==> config.mk <==
export PLATFORM = sky130hd
export DESIGN_NAME = cart_rtc_bank
export DESIGN_NICKNAME = d
export VERILOG_FILES = /design/src/rtl/rtc_pkg.sv /design/src/rtl/rtc_region_dec.sv /design/src/rtl/rtc_bank_ctrl.sv /design/src/rtl/rtc_counter_core.sv /design/src/rtl/rtc_snapshot.sv /design/src/rtl/cart_rtc_bank.sv
export SDC_FILE = /design/constraint.sdc
export NUM_CORES = 1
export LEC_CHECK = 0
export BUFFER_PORTS_ARGS = -buffer_cell sky130_fd_sc_hd__clkbuf_2
export CORE_UTILIZATION = 60
export DETAILED_ROUTE_END_ITERATION = 8
export GPL_TIMING_DRIVEN = 0
export PLACE_DENSITY = 0.83
export RECOVER_POWER = 25
export SYNTH_ARGS = -nofsm -noshare
export SYNTH_HDL_FRONTEND = slang
export SYNTH_SLANG_ARGS = --single-unit
==> constraint.sdc <==
create_clock -name clk -period 3.8 [get_ports clk]
set_input_delay 0.19 -clock clk [delete_from_list [all_inputs] [get_ports clk]]
set_output_delay 0.19 -clock clk [all_outputs]
set_load 0.01 [all_outputs]
==> src/rtl/rtc_pkg.sv <==
package rtc_pkg;

    localparam int ADDR_W   = 16;
    localparam int DATA_W   = 8;
    localparam int SEC_W    = 6;
    localparam int MIN_W    = 6;
    localparam int HR_W     = 5;
    localparam int DAY_W    = 9;
    localparam int ROM_W    = 7;
    localparam int RAMB_W   = 2;
    localparam int REG_CNT  = 5;
    localparam int IDX_W    = $clog2(REG_CNT);
    localparam int SEL_BASE = 8;
    localparam int SEC_MAX  = 59;
    localparam int MIN_MAX  = 59;
    localparam int HR_MAX   = 23;

    localparam logic [IDX_W-1:0] IDX_SEC = IDX_W'(0);
    localparam logic [IDX_W-1:0] IDX_MIN = IDX_W'(1);
    localparam logic [IDX_W-1:0] IDX_HR  = IDX_W'(2);
    localparam logic [IDX_W-1:0] IDX_DAY = IDX_W'(3);
    localparam logic [IDX_W-1:0] IDX_CTL = IDX_W'(4);

    // Control register bit positions (software decodes these)
    localparam int CTL_DAY8  = 0;
    localparam int CTL_HALT  = 6;
    localparam int CTL_CARRY = 7;

    typedef enum logic [2:0] {
        RGN_NONE,
        RGN_ROMSEL,
        RGN_BANKSEL,
        RGN_LATCH,
        RGN_WINDOW
    } region_e;

    typedef struct packed {
        logic             carry;
        logic             halt;
        logic [DAY_W-1:0] days;
        logic [HR_W-1:0]  hrs;
        logic [MIN_W-1:0] mins;
        logic [SEC_W-1:0] secs;
    } rtc_time_t;

    function automatic region_e region_of(input logic [2:0] top3);
        case (top3)
            3'b001:  return RGN_ROMSEL;
            3'b010:  return RGN_BANKSEL;
            3'b011:  return RGN_LATCH;
            3'b101:  return RGN_WINDOW;
            default: return RGN_NONE;
        endcase
    endfunction

    // One-second step with cascaded rollovers
    function automatic rtc_time_t rtc_advance(input rtc_time_t t);
        rtc_time_t n;
        n = t;
        if (t.secs >= SEC_W'(SEC_MAX)) begin
            n.secs = '0;
            if (t.mins >= MIN_W'(MIN_MAX)) begin
                n.mins = '0;
                if (t.hrs >= HR_W'(HR_MAX)) begin
                    n.hrs = '0;
                    if (t.days == {DAY_W{1'b1}}) begin
                        n.days  = '0;
                        n.carry = 1'b1;
                    end else begin
                        n.days = t.days + DAY_W'(1);
                    end
                end else begin
                    n.hrs = t.hrs + HR_W'(1);
                end
            end else begin
                n.mins = t.mins + MIN_W'(1);
            end
        end else begin
            n.secs = t.secs + SEC_W'(1);
        end
        return n;
    endfunction

    function automatic logic [DATA_W-1:0] rtc_get(input rtc_time_t t,
                                                  input logic [IDX_W-1:0] idx);
        logic [DATA_W-1:0] v;
        v = '0;
        case (idx)
            IDX_SEC: v = DATA_W'(t.secs);
            IDX_MIN: v = DATA_W'(t.mins);
            IDX_HR:  v = DATA_W'(t.hrs);
            IDX_DAY: v = t.days[DATA_W-1:0];
            IDX_CTL: begin
                v[CTL_CARRY] = t.carry;
                v[CTL_HALT]  = t.halt;
                v[CTL_DAY8]  = t.days[DAY_W-1];
            end
            default: v = '1;
        endcase
        return v;
    endfunction

    function automatic rtc_time_t rtc_put(input rtc_time_t t,
                                          input logic [IDX_W-1:0] idx,
                                          input logic [DATA_W-1:0] d);
        rtc_time_t n;
        n = t;
        case (idx)
            IDX_SEC: n.secs = d[SEC_W-1:0];
            IDX_MIN: n.mins = d[MIN_W-1:0];
            IDX_HR:  n.hrs  = d[HR_W-1:0];
            IDX_DAY: n.days[DATA_W-1:0] = d;
            IDX_CTL: begin
                n.carry         = d[CTL_CARRY];
                n.halt          = d[CTL_HALT];
                n.days[DAY_W-1] = d[CTL_DAY8];
            end
            default: n = t;
        endcase
        return n;
    endfunction

endpackage

==> src/rtl/rtc_region_dec.sv <==
module rtc_region_dec
    import rtc_pkg::*;
(
    input  logic [ADDR_W-1:0] addr,
    output region_e           region
);
    logic unused_addr_low;
    assign unused_addr_low = ^addr[ADDR_W-4:0];
    assign region = region_of(addr[ADDR_W-1:ADDR_W-3]);
endmodule

==> src/rtl/rtc_bank_ctrl.sv <==
module rtc_bank_ctrl
    import rtc_pkg::*;
#(
    parameter int BASE  = SEL_BASE,
    parameter int COUNT = REG_CNT
) (
    input  logic              clk,
    input  logic              rst,
    input  logic              wr,
    input  region_e           region,
    input  logic [DATA_W-1:0] wdata,
    output logic [ROM_W-1:0]  rom_bank,
    output logic [RAMB_W-1:0] ram_bank,
    output logic              clk_sel,
    output logic [IDX_W-1:0]  sel_idx,
    output logic              latch_on,
    output logic              snap,
    output logic              win_wr
);
    localparam logic [DATA_W-1:0] SEL_LO = DATA_W'(BASE);
    localparam logic [DATA_W-1:0] SEL_HI = DATA_W'(BASE + COUNT - 1);

    logic [DATA_W-1:0] latch_q;
    logic              sel_is_clock;
    logic [ROM_W-1:0]  rom_req;
    logic [DATA_W-1:0] sel_off;

    assign sel_is_clock = (wdata >= SEL_LO) && (wdata <= SEL_HI);
    assign sel_off      = wdata - SEL_LO;
    assign rom_req      = wdata[ROM_W-1:0];
    assign snap     = wr && (region == RGN_LATCH) && (latch_q == '0) &&
                      (wdata == DATA_W'(1));
    assign win_wr   = wr && (region == RGN_WINDOW) && clk_sel;
    assign latch_on = (latch_q != '0);

    always_ff @(posedge clk) begin
        if (rst) begin
            rom_bank <= ROM_W'(1);
            ram_bank <= '0;
            clk_sel  <= 1'b0;
            sel_idx  <= '0;
            latch_q  <= '0;
        end else if (wr) begin
            case (region)
                RGN_ROMSEL:  rom_bank <= (rom_req == '0) ? ROM_W'(1) : rom_req;
                RGN_BANKSEL: begin
                    if (sel_is_clock) begin
                        clk_sel <= 1'b1;
                        sel_idx <= sel_off[IDX_W-1:0];
                    end else begin
                        clk_sel  <= 1'b0;
                        ram_bank <= wdata[RAMB_W-1:0];
                    end
                end
                RGN_LATCH:   latch_q <= wdata;
                default:     ;
            endcase
        end
    end


    a_r10_rom_write: assert property (@(posedge clk) disable iff (rst)
        (wr && region == RGN_ROMSEL) |=>
            (rom_bank == (($past(wdata[ROM_W-1:0]) == '0) ? ROM_W'(1)
                                                          : $past(wdata[ROM_W-1:0]))));

    a_r5_clock_select: assert property (@(posedge clk) disable iff (rst)
        (wr && region == RGN_BANKSEL && sel_is_clock) |=>
            (clk_sel && sel_idx == IDX_W'($past(wdata) - SEL_LO)));
    a_r5_ram_select: assert property (@(posedge clk) disable iff (rst)
        (wr && region == RGN_BANKSEL && !sel_is_clock) |=>
            (!clk_sel && ram_bank == $past(wdata[RAMB_W-1:0])));

    a_r6_latch_store: assert property (@(posedge clk) disable iff (rst)
        (wr && region == RGN_LATCH) |=> (latch_on == ($past(wdata) != '0)));
endmodule

==> src/rtl/rtc_counter_core.sv <==
module rtc_counter_core
    import rtc_pkg::*;
(
    input  logic              clk,
    input  logic              rst,
    input  logic              tick,
    input  logic              ld,
    input  logic [IDX_W-1:0]  ld_idx,
    input  logic [DATA_W-1:0] ld_data,
    output rtc_time_t         live
);
    rtc_time_t nxt;

    always_comb begin
        nxt = live;
        if (ld)
            nxt = rtc_put(live, ld_idx, ld_data);
        else if (tick && !live.halt)
            nxt = rtc_advance(live);
    end

    always_ff @(posedge clk) begin
        if (rst) live <= '0;
        else     live <= nxt;
    end


    a_r2_sec_step: assert property (@(posedge clk) disable iff (rst)
        (tick && !ld && !live.halt && live.secs < SEC_W'(SEC_MAX)) |=>
            (live.secs == $past(live.secs) + SEC_W'(1) && $stable(live.mins)));
    a_r2_idle_hold: assert property (@(posedge clk) disable iff (rst)
        (!tick && !ld) |=> $stable(live));

    a_r9_halt_hold: assert property (@(posedge clk) disable iff (rst)
        (live.halt && !ld) |=> $stable(live));

    a_r4_carry_sticky: assert property (@(posedge clk) disable iff (rst)
        $fell(live.carry) |-> $past(ld && ld_idx == IDX_CTL));

    a_r8_sec_load: assert property (@(posedge clk) disable iff (rst)
        (ld && ld_idx == IDX_SEC) |=> (live.secs == $past(ld_data[SEC_W-1:0])));
endmodule

==> src/rtl/rtc_snapshot.sv <==
module rtc_snapshot
    import rtc_pkg::*;
(
    input  logic      clk,
    input  logic      rst,
    input  logic      snap,
    input  rtc_time_t live,
    output rtc_time_t held
);
    always_ff @(posedge clk) begin
        if (rst)       held <= '0;
        else if (snap) held <= live;
    end


    a_r6_copy: assert property (@(posedge clk) disable iff (rst)
        snap |=> (held == $past(live)));
    a_r6_keep: assert property (@(posedge clk) disable iff (rst)
        !snap |=> $stable(held));
endmodule

==> src/rtl/cart_rtc_bank.sv <==
module cart_rtc_bank
    import rtc_pkg::*;
(
    input  logic              clk,
    input  logic              rst,
    input  logic              tick_1hz,
    input  logic              bus_wr,
    input  logic [ADDR_W-1:0] bus_addr,
    input  logic [DATA_W-1:0] bus_wdata,
    output logic [DATA_W-1:0] bus_rdata,
    output logic              rtc_read_hit,
    output logic [ROM_W-1:0]  rom_bank,
    output logic [RAMB_W-1:0] ram_bank
);
    region_e          region;
    logic             clk_sel;
    logic [IDX_W-1:0] sel_idx;
    logic             latch_on;
    logic             snap;
    logic             win_wr;
    rtc_time_t        live;
    rtc_time_t        held;
    rtc_time_t        view;

    rtc_region_dec u_dec (
        .addr   (bus_addr),
        .region (region)
    );

    rtc_bank_ctrl #(.BASE(SEL_BASE), .COUNT(REG_CNT)) u_ctrl (
        .clk      (clk),
        .rst      (rst),
        .wr       (bus_wr),
        .region   (region),
        .wdata    (bus_wdata),
        .rom_bank (rom_bank),
        .ram_bank (ram_bank),
        .clk_sel  (clk_sel),
        .sel_idx  (sel_idx),
        .latch_on (latch_on),
        .snap     (snap),
        .win_wr   (win_wr)
    );

    rtc_counter_core u_core (
        .clk     (clk),
        .rst     (rst),
        .tick    (tick_1hz),
        .ld      (win_wr),
        .ld_idx  (sel_idx),
        .ld_data (bus_wdata),
        .live    (live)
    );

    rtc_snapshot u_snap (
        .clk  (clk),
        .rst  (rst),
        .snap (snap),
        .live (live),
        .held (held)
    );

    assign view         = latch_on ? held : live;
    assign rtc_read_hit = clk_sel && (region == RGN_WINDOW);
    assign bus_rdata    = rtc_read_hit ? rtc_get(view, sel_idx) : '1;


    a_r7_no_hit_idle: assert property (@(posedge clk) disable iff (rst)
        !rtc_read_hit |-> (bus_rdata == '1));

    a_r3_day_msb_view: assert property (@(posedge clk) disable iff (rst)
        (rtc_read_hit && !latch_on && sel_idx == IDX_CTL) |->
            (bus_rdata[CTL_DAY8] == live.days[DAY_W-1]));
endmodule

==> results list <==
- The number of gates resized after CTS was 0.
- The die covers 6990 um2.
* Site Rows: 29
- Setup violations remaining at the end of the flow were counted as 0.
- Biggest area contributors in the synthesized netlist: dfxtp_1, nand2_1, a21oi_1
* Final Hold Slack: about 0.15 ns
* Power per unit of standard cell area: between 300 and 400 nW/um2
* Fin crit period: roughly 2.9 ns
- Total number of vias: roughly 4,000
- TritonCTS clock tree: done
- CP startpoint kind: flop
* Leading cell types by count after synthesis: nand2_1, dfxtp_1, a21oi_1
- Detailed placement finished with a half-perimeter wire length of a little over 8 mm.
- The worst pin sits at a relative slew slack of between 40% and 50%.
- RD Place Congestion: approximately 0.93
- Post-synthesis to final-layout area growth: 11.7%
* CP endpoint kind: output pin
- The netlist uses 60 different library cells.
- Leakage power: roughly 0.0016 uW
- Worst Hold Class: input pin to flop
* Initial antenna violation count: 0
- Largest net degree at the start of global routing: 13
* Overall Global Routing Usage: around a third
- From left edge to right edge, the die measures 83.6 um.
- Placed Cells: a little under 600
* Run status: finished clean
* Synth async-reset ratio: 0%
* Total standard cell area after synthesis: 4000 um2
- Setup total negative slack on the finished layout was measured at 0 ns.
- Post-route ant nets: 0
- STA puts the critical path data required time at about 3.6 ns.
* Via count normalized by instance count: about 6.6
- Setup repair after global routing missed its margin: no
- The largest total area in the synthesized netlist belongs to dfxtp_1.
- Setup Buffers After CTS: 0
- Number of inserted diodes: 0
* Wire length of the first global-routing pass: roughly 19 mm
* Fin. max-slew vios: 0
* Remaining global-route overflow: 0
- The final count of hold timing violations was 0.
- Counting every net in the synthesized netlist gives roughly 510.
- For the pin with the worst max-slew slack, the measured transition is between 0.7 and 0.8 ns.
* Number of buffers created by CTS: 9
- Data arrival, critical path: 2.67 ns
* Max Freq: around 350 MHz
* Number of register bits inferred by synthesis: between 70 and 80
- Worst-Skew Late Latency: between 0.3 and 0.4 ns
* CP max FO: 10
- Number of nets in the layout: 555
* Quantity of I/O buffers inserted on ports: 31
- TritonCTS Sinks: 77
* Post-synthesis sequential area ratio: 38.6%
- The clock tree synthesis step divided the H-tree into 3 levels.
- A synthesized cell averages roughly 8.3 um2.
- Die outline height: between 80 and 90 um
* Critical Setup Path Class: flop to output pin
* Total core area: 6390 um2
* Detail-routed net length per standard cell: approximately 20 um
- between 40 and 50 I/O pins were placed.
- Bufs on Longest Clock Path: 2
* Pre-Repair DR Iteration Count: 6
- Effective utilization at floorplan: 62.6%
- After the flow finishes, the layout carries non-filler instances totaling between 600 and 700.
- Post-CTS clock slew at the launch and capture registers of the worst setup and hold paths: approximately 0.090 ns
- Synthesis handed over a netlist of 480 instances.
- Fillcell total: 516
* Fraction of final layout cells with drive strength greater than 1: approximately an eighth
- Most used flip-flop cell after synthesis: dfxtp_1
* # hold bufs at CTS: 0
* Most frequent cell after synthesis: nand2_1
- Yosys printed 0 warnings.
- Reported max-cap violation count: 0
- Final WL: around 12 mm
- Of the post-synthesis cell area, the dominant cell type holds roughly 39%.
- Post-synth EDFFs: 0
- Final Skew: ~0.0098 ns
- Buffer type at the clock tree root: clkbuf_8
- Initial detailed-routing violation count: ~390
- The number of global-route vias before repair was about 3,700.
- In the routed design, unresolved DRC markers number 0.
- The worst-case IR drop observed on VDD is approximately 0.3 mV.
- Of the available clock period, the critical path in the final layout requires around 75%.
## per-stage QoR
step | setup slack (ns) | area, um2 | utilization, % | power [uW]
after global placement | 1.44 | 4250 | 66.5 | 936
after global routing | 0.826 | 4460 | 69.9 | 1690
after CTS | 1.01 | 4480 | 70.1 | 1640
after floorplan | 1.94 | 4000 | - | 897
after detailed placement | 1.41 | 4250 | 66.5 | 938
final | 0.941 | 4460 | 69.9 | 1660
## final cells by class
cell class                 count  area, um2  share of cell area [%]
buffer                        24        126                    2.83
clock buffer                  12        165                    3.70
clock inverter                 3       67.6                    1.51
inverter                       8       30.0                   0.673
multi-input combinational    371       2290                    51.4
sequential                    77       1540                    34.5
tap                           77       96.3                    2.16
timing repair buffer          31        143                    3.20
## flip-flops by register name, summed over array words and instances (netlist names)
| signal | flops |
|---|---|
| u_ctrl.rom_bank | 7 |
| u_snap.held | 28 |
| u_ctrl.ram_bank | 2 |
| u_ctrl.clk_sel | 1 |
| u_ctrl.sel_idx | 3 |
| u_ctrl.latch_q | 8 |
| u_core.live | 28 |
## routing by layer
metal	track usage [%]	wire length, um	vias to the layer above
li1	-	-	1805
met1	45.2	4740	1863
met2	55.6	5600	234
met3	7.02	1090	48
met4	15.9	476	0
met5	0	0	-
## final timing paths
path                                        start           endpoint  slack (ns)  depth (start not counted)
worst max-delay path            u_ctrl.sel_idx[1]       bus_rdata[0]        0.94                          8
worst min-delay path                 bus_wdata[4]  u_ctrl.latch_q[4]        0.15                          3
worst max register to register  u_ctrl.latch_q[2]    u_snap.held[23]        1.48                          6
worst min register to register    u_snap.held[16]    u_snap.held[16]        0.45                          2
## logic make-up (layout without fill, tap and decap cells)
| group | Yosys count | count (layout) | share of synthesized area (%) |
|---|---|---|---|
| flops | 77 | 77 | 38.6 |
| mux | 36 | 36 | 12.0 |
| xor+xnor | 3 | 3 | 0.658 |
| buf+inv | 32 | 78 | 4.01 |
| fa+ha+maj | 5 | 5 | 1.57 |
| compound gates | 127 | 127 | 19.4 |
| simple gates | 200 | 200 | 23.8 |
## layout by cell type (no fill, tap or decap), types with 9 or more instances in the layout
cell type | netlist | layout
clkbuf_1 | 13 | 24
clkbuf_2 | 0 | 21
nor2_1 | 45 | 45
dfxtp_1 | 77 | 77
a21oi_1 | 54 | 54
nand2_1 | 88 | 88
o21ai_0 | 34 | 34
mux2i_1 | 24 | 24
clkbuf_8 | 0 | 12
mux4_2 | 9 | 9
nand3_1 | 14 | 14
nor3_1 | 16 | 16
## where the power goes
part           internal (uW)  switching (uW)
combinational           35.6            68.2
sequential               812            5.86
clock                    420             314
## worst max-delay path, cell delays in order, from the launching register on
cell and delay [ns]:
dfxtp_1 0.30, clkbuf_1 0.20, buf_2 0.27, nor2_1 0.12, nor2_1 0.05, nor2_1 0.58
o21ai_0 0.19, or3_1 0.44, clkbuf_2 0.14
Power figures use the tool's default switching activity.
